**config.mk**
```make
export PLATFORM = sky130hd
export DESIGN_NAME = gpio_irq_ctrl
export DESIGN_NICKNAME = d
export VERILOG_FILES = /design/src/rtl/gpio_irq_pkg.sv /design/src/rtl/gpio_irq_sync.sv /design/src/rtl/gpio_irq_pin.sv /design/src/rtl/gpio_irq_regfile.sv /design/src/rtl/gpio_irq_ctrl.sv
export SDC_FILE = /design/constraint.sdc
export NUM_CORES = 1
export LEC_CHECK = 0
export BUFFER_PORTS_ARGS = -buffer_cell sky130_fd_sc_hd__buf_4
export CAP_MARGIN = 15
export CORE_MARGIN = 4
export CORE_UTILIZATION = 53
export DETAILED_ROUTE_END_ITERATION = 10
export MAX_ROUTING_LAYER = met4
export PLACE_DENSITY = 0.73
export SETUP_SLACK_MARGIN = 0.5
export SYNTH_ARGS = -nofsm -noshare
export SYNTH_HDL_FRONTEND = slang
export SYNTH_HIERARCHICAL = 1
export SYNTH_SLANG_ARGS = --single-unit
export TNS_END_PERCENT = 10
```
**constraint.sdc**
```tcl
create_clock -name clk -period 1.2 [get_ports clk]
set_input_delay 0 -clock clk [delete_from_list [all_inputs] [get_ports clk]]
set_output_delay 0 -clock clk [all_outputs]
set_load 0.02 [all_outputs]
```
**src/rtl/gpio_irq_pkg.sv**
```systemverilog
// Package: shared types and field layout for the GPIO interrupt detector.
// Assumes the data bus is at least as wide as the configuration word.
package gpio_irq_pkg;

    // Per-pin configuration word; packed MSB first so bit 0 is record enable.
    typedef struct packed {
        logic       polarity;   // bit 4: active level / edge sense
        logic [1:0] detect;     // bits 3:2: detection type
        logic       irq_en;     // bit 1: may raise the summary line
        logic       raw_en;     // bit 0: hits are recorded into status
    } pin_cfg_t;

    localparam int CFG_W = $bits(pin_cfg_t);

    // Register selector carried in the two low address bits.
    typedef enum logic [1:0] {
        SEL_CFG  = 2'd0,
        SEL_STAT = 2'd1,
        SEL_TGT  = 2'd2,
        SEL_RSVD = 2'd3
    } reg_sel_e;

    // Encodings of the 2-bit detection field.
    localparam logic [1:0] DET_LEVEL = 2'd0;
    localparam logic [1:0] DET_RISE  = 2'd1;
    localparam logic [1:0] DET_FALL  = 2'd2;
    localparam logic [1:0] DET_BOTH  = 2'd3;

endpackage

```
**src/rtl/gpio_irq_sync.sv**
```systemverilog
// Module: two-stage pad synchronizer plus a one-cycle history register.
// What it does: brings asynchronous pads into the clock domain and keeps the
// previous synchronized value so edges can be found by comparison.
// Assumes: pads are slow compared with the clock (one sample per level).
module gpio_irq_sync #(
    parameter int WIDTH = 4
) (
    input  logic             clk,
    input  logic             rst_n,
    input  logic [WIDTH-1:0] pad_i,
    output logic [WIDTH-1:0] cur_o,
    output logic [WIDTH-1:0] prev_o
);

    logic [WIDTH-1:0] meta_q;
    logic [WIDTH-1:0] sync_q;
    logic [WIDTH-1:0] hist_q;

    // Shift pads through two sync stages and one history stage.
    always_ff @(posedge clk) begin
        if (!rst_n) begin
            meta_q <= '0;
            sync_q <= '0;
            hist_q <= '0;
        end else begin
            meta_q <= pad_i;
            sync_q <= meta_q;
            hist_q <= sync_q;
        end
    end

    assign cur_o  = sync_q;
    assign prev_o = hist_q;

endmodule

```
**src/rtl/gpio_irq_pin.sv**
```systemverilog
// Module: detection logic and sticky status bit for one pin.
// What it does: decodes the pin configuration into a hit condition from the
// current and previous synchronized values, and keeps the status flag.
// Assumes: cur_i/prev_i are consecutive samples of the same synchronized pad.
// WIDE_DET selects the 2-bit detection field; otherwise only bit 0 of the
// field is used (edge/level) and polarity picks the edge direction.
module gpio_irq_pin
    import gpio_irq_pkg::*;
#(
    parameter bit WIDE_DET = 1'b1
) (
    input  logic     clk,
    input  logic     rst_n,
    input  pin_cfg_t cfg_i,
    input  logic     cur_i,
    input  logic     prev_i,
    input  logic     ack_i,
    output logic     hit_o,
    output logic     status_o
);

    logic rise;
    logic fall;
    logic lvl_active;
    logic trig;
    logic status_q;
    logic cfg_unused;

    assign rise       = cur_i & ~prev_i;
    assign fall       = ~cur_i & prev_i;
    assign lvl_active = (cur_i == cfg_i.polarity);
    assign cfg_unused = cfg_i.irq_en;

    generate
        if (WIDE_DET) begin : g_wide
            // Decode the 2-bit field; polarity only matters for level.
            always_comb begin
                unique case (cfg_i.detect)
                    DET_LEVEL: trig = lvl_active;
                    DET_RISE:  trig = rise;
                    DET_FALL:  trig = fall;
                    default:   trig = rise | fall;
                endcase
            end
        end else begin : g_narrow
            logic det_hi_unused;
            assign det_hi_unused = cfg_i.detect[1];
            // Decode the 1-bit field; polarity picks level or edge direction.
            always_comb begin
                if (cfg_i.detect[0]) begin
                    trig = cfg_i.polarity ? rise : fall;
                end else begin
                    trig = lvl_active;
                end
            end
        end
    endgenerate

    assign hit_o = cfg_i.raw_en & trig;

    // Sticky status: a hit sets it and outranks a same-cycle acknowledge.
    always_ff @(posedge clk) begin
        if (!rst_n) begin
            status_q <= 1'b0;
        end else if (hit_o) begin
            status_q <= 1'b1;
        end else if (ack_i) begin
            status_q <= 1'b0;
        end
    end

    assign status_o = status_q;

endmodule

```
**src/rtl/gpio_irq_regfile.sv**
```systemverilog
// Module: configuration and routing registers with write decode and read mux.
// What it does: stores per-pin configuration and destination, turns status
// writes into per-pin acknowledge strobes, and returns read data.
// Assumes: DATA_W >= CFG_W; address = {pin index, 2-bit selector}.
module gpio_irq_regfile
    import gpio_irq_pkg::*;
#(
    parameter int                    NUM_PINS     = 4,
    parameter int                    DATA_W       = 8,
    parameter int                    TGT_W        = 3,
    parameter int                    ADDR_W       = 4,
    parameter logic [NUM_PINS-1:0]   ACK_ONE_MASK = '1
) (
    input  logic                           clk,
    input  logic                           rst_n,
    input  logic                           reg_wr,
    input  logic [ADDR_W-1:0]              reg_addr,
    input  logic [DATA_W-1:0]              reg_wdata,
    input  logic [NUM_PINS-1:0]            status_i,
    output pin_cfg_t [NUM_PINS-1:0]        cfg_o,
    output logic [NUM_PINS-1:0][TGT_W-1:0] tgt_o,
    output logic [NUM_PINS-1:0]            ack_o,
    output logic [DATA_W-1:0]              reg_rdata
);

    localparam int PIN_IDX_W = ADDR_W - 2;

    logic [PIN_IDX_W-1:0] addr_pin;
    reg_sel_e             addr_sel;
    logic                 wdata_unused;

    assign addr_pin     = reg_addr[ADDR_W-1:2];
    assign addr_sel     = reg_sel_e'(reg_addr[1:0]);
    assign wdata_unused = ^reg_wdata[DATA_W-1:CFG_W];

    genvar gi;
    generate
        for (gi = 0; gi < NUM_PINS; gi++) begin : g_pin
            logic     pin_sel;
            pin_cfg_t cfg_q;
            logic [TGT_W-1:0] tgt_q;

            assign pin_sel = reg_wr && (addr_pin == PIN_IDX_W'(gi));

            // Capture configuration and routing writes for this pin.
            always_ff @(posedge clk) begin
                if (!rst_n) begin
                    cfg_q <= '0;
                    tgt_q <= '0;
                end else if (pin_sel) begin
                    if (addr_sel == SEL_CFG) begin
                        cfg_q <= pin_cfg_t'(reg_wdata[CFG_W-1:0]);
                    end
                    if (addr_sel == SEL_TGT) begin
                        tgt_q <= reg_wdata[TGT_W-1:0];
                    end
                end
            end

            assign cfg_o[gi] = cfg_q;
            assign tgt_o[gi] = tgt_q;
            assign ack_o[gi] = pin_sel && (addr_sel == SEL_STAT) &&
                               (reg_wdata[0] == ACK_ONE_MASK[gi]);
        end
    endgenerate

    // Return the addressed register, zero-extended; reserved reads zero.
    always_comb begin
        reg_rdata = '0;
        for (int p = 0; p < NUM_PINS; p++) begin
            if (addr_pin == PIN_IDX_W'(p)) begin
                unique case (addr_sel)
                    SEL_CFG:  reg_rdata[CFG_W-1:0] = cfg_o[p];
                    SEL_STAT: reg_rdata[0]         = status_i[p];
                    SEL_TGT:  reg_rdata[TGT_W-1:0] = tgt_o[p];
                    default:  reg_rdata            = '0;
                endcase
            end
        end
    end

endmodule

```
**src/rtl/gpio_irq_ctrl.sv**
```systemverilog
// Module: top of the GPIO interrupt detector.
// What it does: synchronizes the pads, runs one detector per pin, holds the
// registers, and drives the summary request for pins routed to APP_TARGET.
// Assumes: NUM_PINS >= 2; WIDE_MASK / ACK_ONE_MASK give one bit per pin.
module gpio_irq_ctrl
    import gpio_irq_pkg::*;
#(
    parameter int                  NUM_PINS     = 4,
    parameter int                  DATA_W       = 8,
    parameter int                  TGT_W        = 3,
    parameter int                  APP_TARGET   = 4,
    parameter logic [NUM_PINS-1:0] WIDE_MASK    = '1,
    parameter logic [NUM_PINS-1:0] ACK_ONE_MASK = '1
) (
    input  logic                          clk,
    input  logic                          rst_n,
    input  logic [NUM_PINS-1:0]           pad_in,
    input  logic                          reg_wr,
    input  logic [$clog2(NUM_PINS)+1:0]   reg_addr,
    input  logic [DATA_W-1:0]             reg_wdata,
    output logic [DATA_W-1:0]             reg_rdata,
    output logic                          irq_out
);

    localparam int ADDR_W = $clog2(NUM_PINS) + 2;

    logic [NUM_PINS-1:0]            cur_w;
    logic [NUM_PINS-1:0]            prev_w;
    logic [NUM_PINS-1:0]            hit_w;
    logic [NUM_PINS-1:0]            ack_w;
    logic [NUM_PINS-1:0]            status_q;
    logic [NUM_PINS-1:0]            irq_en_q;
    logic [NUM_PINS-1:0]            raw_en_q;
    logic [NUM_PINS-1:0]            pend_w;
    pin_cfg_t [NUM_PINS-1:0]        cfg_w;
    logic [NUM_PINS-1:0][TGT_W-1:0] tgt_w;

    gpio_irq_sync #(.WIDTH(NUM_PINS)) sync_i (
        .clk    (clk),
        .rst_n  (rst_n),
        .pad_i  (pad_in),
        .cur_o  (cur_w),
        .prev_o (prev_w)
    );

    gpio_irq_regfile #(
        .NUM_PINS     (NUM_PINS),
        .DATA_W       (DATA_W),
        .TGT_W        (TGT_W),
        .ADDR_W       (ADDR_W),
        .ACK_ONE_MASK (ACK_ONE_MASK)
    ) regs_i (
        .clk       (clk),
        .rst_n     (rst_n),
        .reg_wr    (reg_wr),
        .reg_addr  (reg_addr),
        .reg_wdata (reg_wdata),
        .status_i  (status_q),
        .cfg_o     (cfg_w),
        .tgt_o     (tgt_w),
        .ack_o     (ack_w),
        .reg_rdata (reg_rdata)
    );

    genvar gi;
    generate
        for (gi = 0; gi < NUM_PINS; gi++) begin : g_pin
            gpio_irq_pin #(.WIDE_DET(WIDE_MASK[gi])) pin_i (
                .clk      (clk),
                .rst_n    (rst_n),
                .cfg_i    (cfg_w[gi]),
                .cur_i    (cur_w[gi]),
                .prev_i   (prev_w[gi]),
                .ack_i    (ack_w[gi]),
                .hit_o    (hit_w[gi]),
                .status_o (status_q[gi])
            );
            assign irq_en_q[gi] = cfg_w[gi].irq_en;
            assign raw_en_q[gi] = cfg_w[gi].raw_en;
            assign pend_w[gi]   = status_q[gi] & irq_en_q[gi] &
                                  (tgt_w[gi] == TGT_W'(APP_TARGET));
        end
    endgenerate

    assign irq_out = rst_n & (|pend_w);

endmodule

```
==> results.md <==
- Depth of the worst hold-timing path: 3
- Global-route congestion overflow total: 0
- Delay of the slowest critical-path stage: 0.48 ns
- Crit. End Element: output port
- Leakage: 0.00148 µW
- # port buffers: 21
- Top delay family on crit path: compound AO/OA/AOI/OAI gates
- Number of instances in the synthesized netlist: 261
- Peak Freq: 606 MHz
- Skew-Pair Late Insertion Delay: 0.30 ns
- Internal reg-to-reg setup slack: 0.03 ns
- Number of antenna violations at the first check in global routing: 0
- Antenna-violating nets left: 0
- Violations in the final reports: setup timing
- Largest fanout of any net on the critical path: 2
- Type of the worst min-delay path: input port to flop
- Max rail drop VDD: 0.647 mV
- Post-route DRC violation count: 0
- Switching Power: 800 µW
- Via density: 5.61
- Data arrival time of the critical path: 1.65 ns
- Worst hold endpoint: regs_i/cfg_o[6]
- Wire length after detailed routing: 6210 µm
- Area of the core region: 4720 µm²
- Post-route worst hold slack: 0.0407 ns
- Total power draw: 3320 µW
- Final worst setup slack: -0.450 ns
- Floorplan die area: 6040 µm²
- Number of post-CTS setup repair buffers: 0
- Share of layout cells above drive strength 1: 38.6%
- Longest Clk Path Bufs: 2
- Switching fraction of total power: 24.1%
- Maximum number of pins on one net before global-route repair: 40
- Number of global-route vias before repair: 2099
- Number of violations of the max-capacitance limit: 0
- Path type of the worst setup path: flop to output port
- Sum of buffers and inverters on the critical path: 1
- Total non-filler cell area in the finished layout: 3360 µm²
- Number of hold violations in the final report: 0
- Worst Skew: 0.00421 ns
- Iteration-0 DRC count of the detailed router: 204
- Share of the clock period used by the worst path after layout: 138%
- Pins over their slew limit: 0
- Detailed Place HPWL: 4260 µm
- Crit Reg-Reg Startpoint: sync_i/cur_o[2]
- Endpoints failing setup: 6
- Placer Congestion: 0.932
- IO Count: 28
- Number of diodes added for antenna fixing: 0
- Number of nets in the final layout: 338
- Setup repair after global routing missed its margin: true
- Clk sinks: 48
- Clock slew seen by the registers of the worst setup and hold paths: 0.09 ns
- Beginning of the worst hold path: reg_wdata[1]
- CP max-delay cell: sky130_fd_sc_hd__a222oi_1
- First-pass detailed-route iteration total: 6
- Final critical delay including setup and external delays: 1.65 ns
- Endpoint of the worst-slack reg-to-reg timing path: g_pin[2].pin_i/status_o
- Series of cell instances along the critical path: a22o_1 > a222oi_1 > o32ai_2 > buf_4
- Area growth, synth to finish: 30.7%
- Layout fillers: 372
- Overall Global Routing Usage: 22.2%
- Internal Dissipation: 2520 µW
- DP Area: 3020 µm²
- Height of the die: 77.7 µm
- CTS buffer count: 5
- Combinational cell fraction of total power: 12.9%
- Site row count: 25
- TritonCTS clock tree: yes
- Yosys warnings: 6
- Fraction of power consumed by sequential logic: 49.7%
- Worst setup SP type: flop
- Number of H-tree branching levels: 2
- Area of the mapped netlist: 2570 µm²
- Via count: 2104
- Outcome: finished, violations left
- Avg Cell Area, Syn: 9.87 µm²
- Clock share of power: 37.4%
- Global-route wire length before repair: 10300 µm
- Required time at the worst-slack endpoint: 1.20 ns
- Ratio of total power to cell area: 986 nW/µm²
- Overall die width: 77.7 µm
- Clock Root Buffer: sky130_fd_sc_hd__clkbuf_8
- Per-cell routed wire length: 16.6 µm
- Reg2Reg Depth: 5
- Initial cell density of the core: 54.5%
## worst reg2reg max path: stages (launching register included)
cell,delay (ns)
sky130_fd_sc_hd__dfxtp_2,0.36
sky130_fd_sc_hd__inv_1,0.05
sky130_fd_sc_hd__ha_1,0.19
sky130_fd_sc_hd__a21oi_2,0.15
sky130_fd_sc_hd__o21ai_2,0.08
sky130_fd_sc_hd__a41o_1,0.23
## per-layer routing
layer  track usage, %  routed length [µm]  vias up
met5                -                   0        -
met4             7.30                  89        0
met3             4.18                 337        9
met2             35.1                3030       65
met1             28.7                2750     1022
li1                 -                   -     1008
## registers in the layout, indices dropped and copies added (netlist names)
name                  count
sync_i/prev_o             4
regs_i/g_pin.tgt_q       12
sync_i/cur_o              4
regs_i/cfg_o             20
sync_i/meta_q             4
g_pin.pin_i/status_o      4
## layout make-up
class                   count  area [µm²]  area share (%)
repair buffers             56         477            14.2
inverters                  11        53.8            1.60
multi-input cells         185        1640            48.7
flip-flops and latches     48         991            29.5
well taps                  67        83.8            2.49
clock buffers               6        82.6            2.45
clock inverters             2        38.8            1.15
## worst max path at each step
stage	startpoint	end	depth (start not counted)
2_1_floorplan	sync_i/cur_o[2]	g_pin[2].pin_i/status_o	5
6_report	regs_i/g_pin[3].tgt_q[2]	reg_rdata[2]	4
3_5_place_dp	reg_addr[0]	reg_rdata[1]	7
3_3_place_gp	reg_addr[0]	reg_rdata[1]	7
4_1_cts	regs_i/g_pin[3].tgt_q[1]	reg_rdata[1]	4
5_1_grt	regs_i/g_pin[3].tgt_q[2]	reg_rdata[2]	4
## power by group through the flow
stage	clock network (µW)	registers, µW	logic, µW
after floorplan	0	1680	250
after global placement	0	1680	369
after detailed placement	0	1690	376
after CTS	1260	1650	417
after global routing	1340	1650	463
final	1240	1650	428
## placed cells by master (no fill, tap or decap), types with 5 or more instances in the layout
cell type / instances
sky130_fd_sc_hd__buf_6: 7
sky130_fd_sc_hd__dfxtp_1: 30
sky130_fd_sc_hd__mux2i_1: 36
sky130_fd_sc_hd__dfxtp_2: 15
sky130_fd_sc_hd__inv_1: 6
sky130_fd_sc_hd__and2_1: 6
sky130_fd_sc_hd__ha_4: 5
sky130_fd_sc_hd__clkbuf_8: 6
sky130_fd_sc_hd__o21ai_2: 5
sky130_fd_sc_hd__dlygate4sd3_1: 6
sky130_fd_sc_hd__and2_2: 8
sky130_fd_sc_hd__a22o_1: 6
sky130_fd_sc_hd__nand4_1: 5
sky130_fd_sc_hd__nor2_1: 9
sky130_fd_sc_hd__ha_1: 7
sky130_fd_sc_hd__buf_4: 41
sky130_fd_sc_hd__nor2b_1: 35
## per-stage QoR
step	utilization (%)	std cells	worst slack, ns	TNS, ns
after CTS	70.0	375	-0.422	-1.75
final	71.2	375	-0.450	-1.70
after global routing	71.2	375	-0.500	-2.06
after global placement	63.9	361	-0.136	-0.648
after floorplan	-	263	0.124	0
after detailed placement	63.9	361	-0.169	-1.06
## what timing repair did
action,4_1_cts,5_1_grt
endpoints found under the setup margin,42,42
gates resized for setup,29,21
hold endpoints to repair,7,0
hold buffers,6,0
pin swaps,21,17
Note: power is estimated with default switching activity, not from simulation.
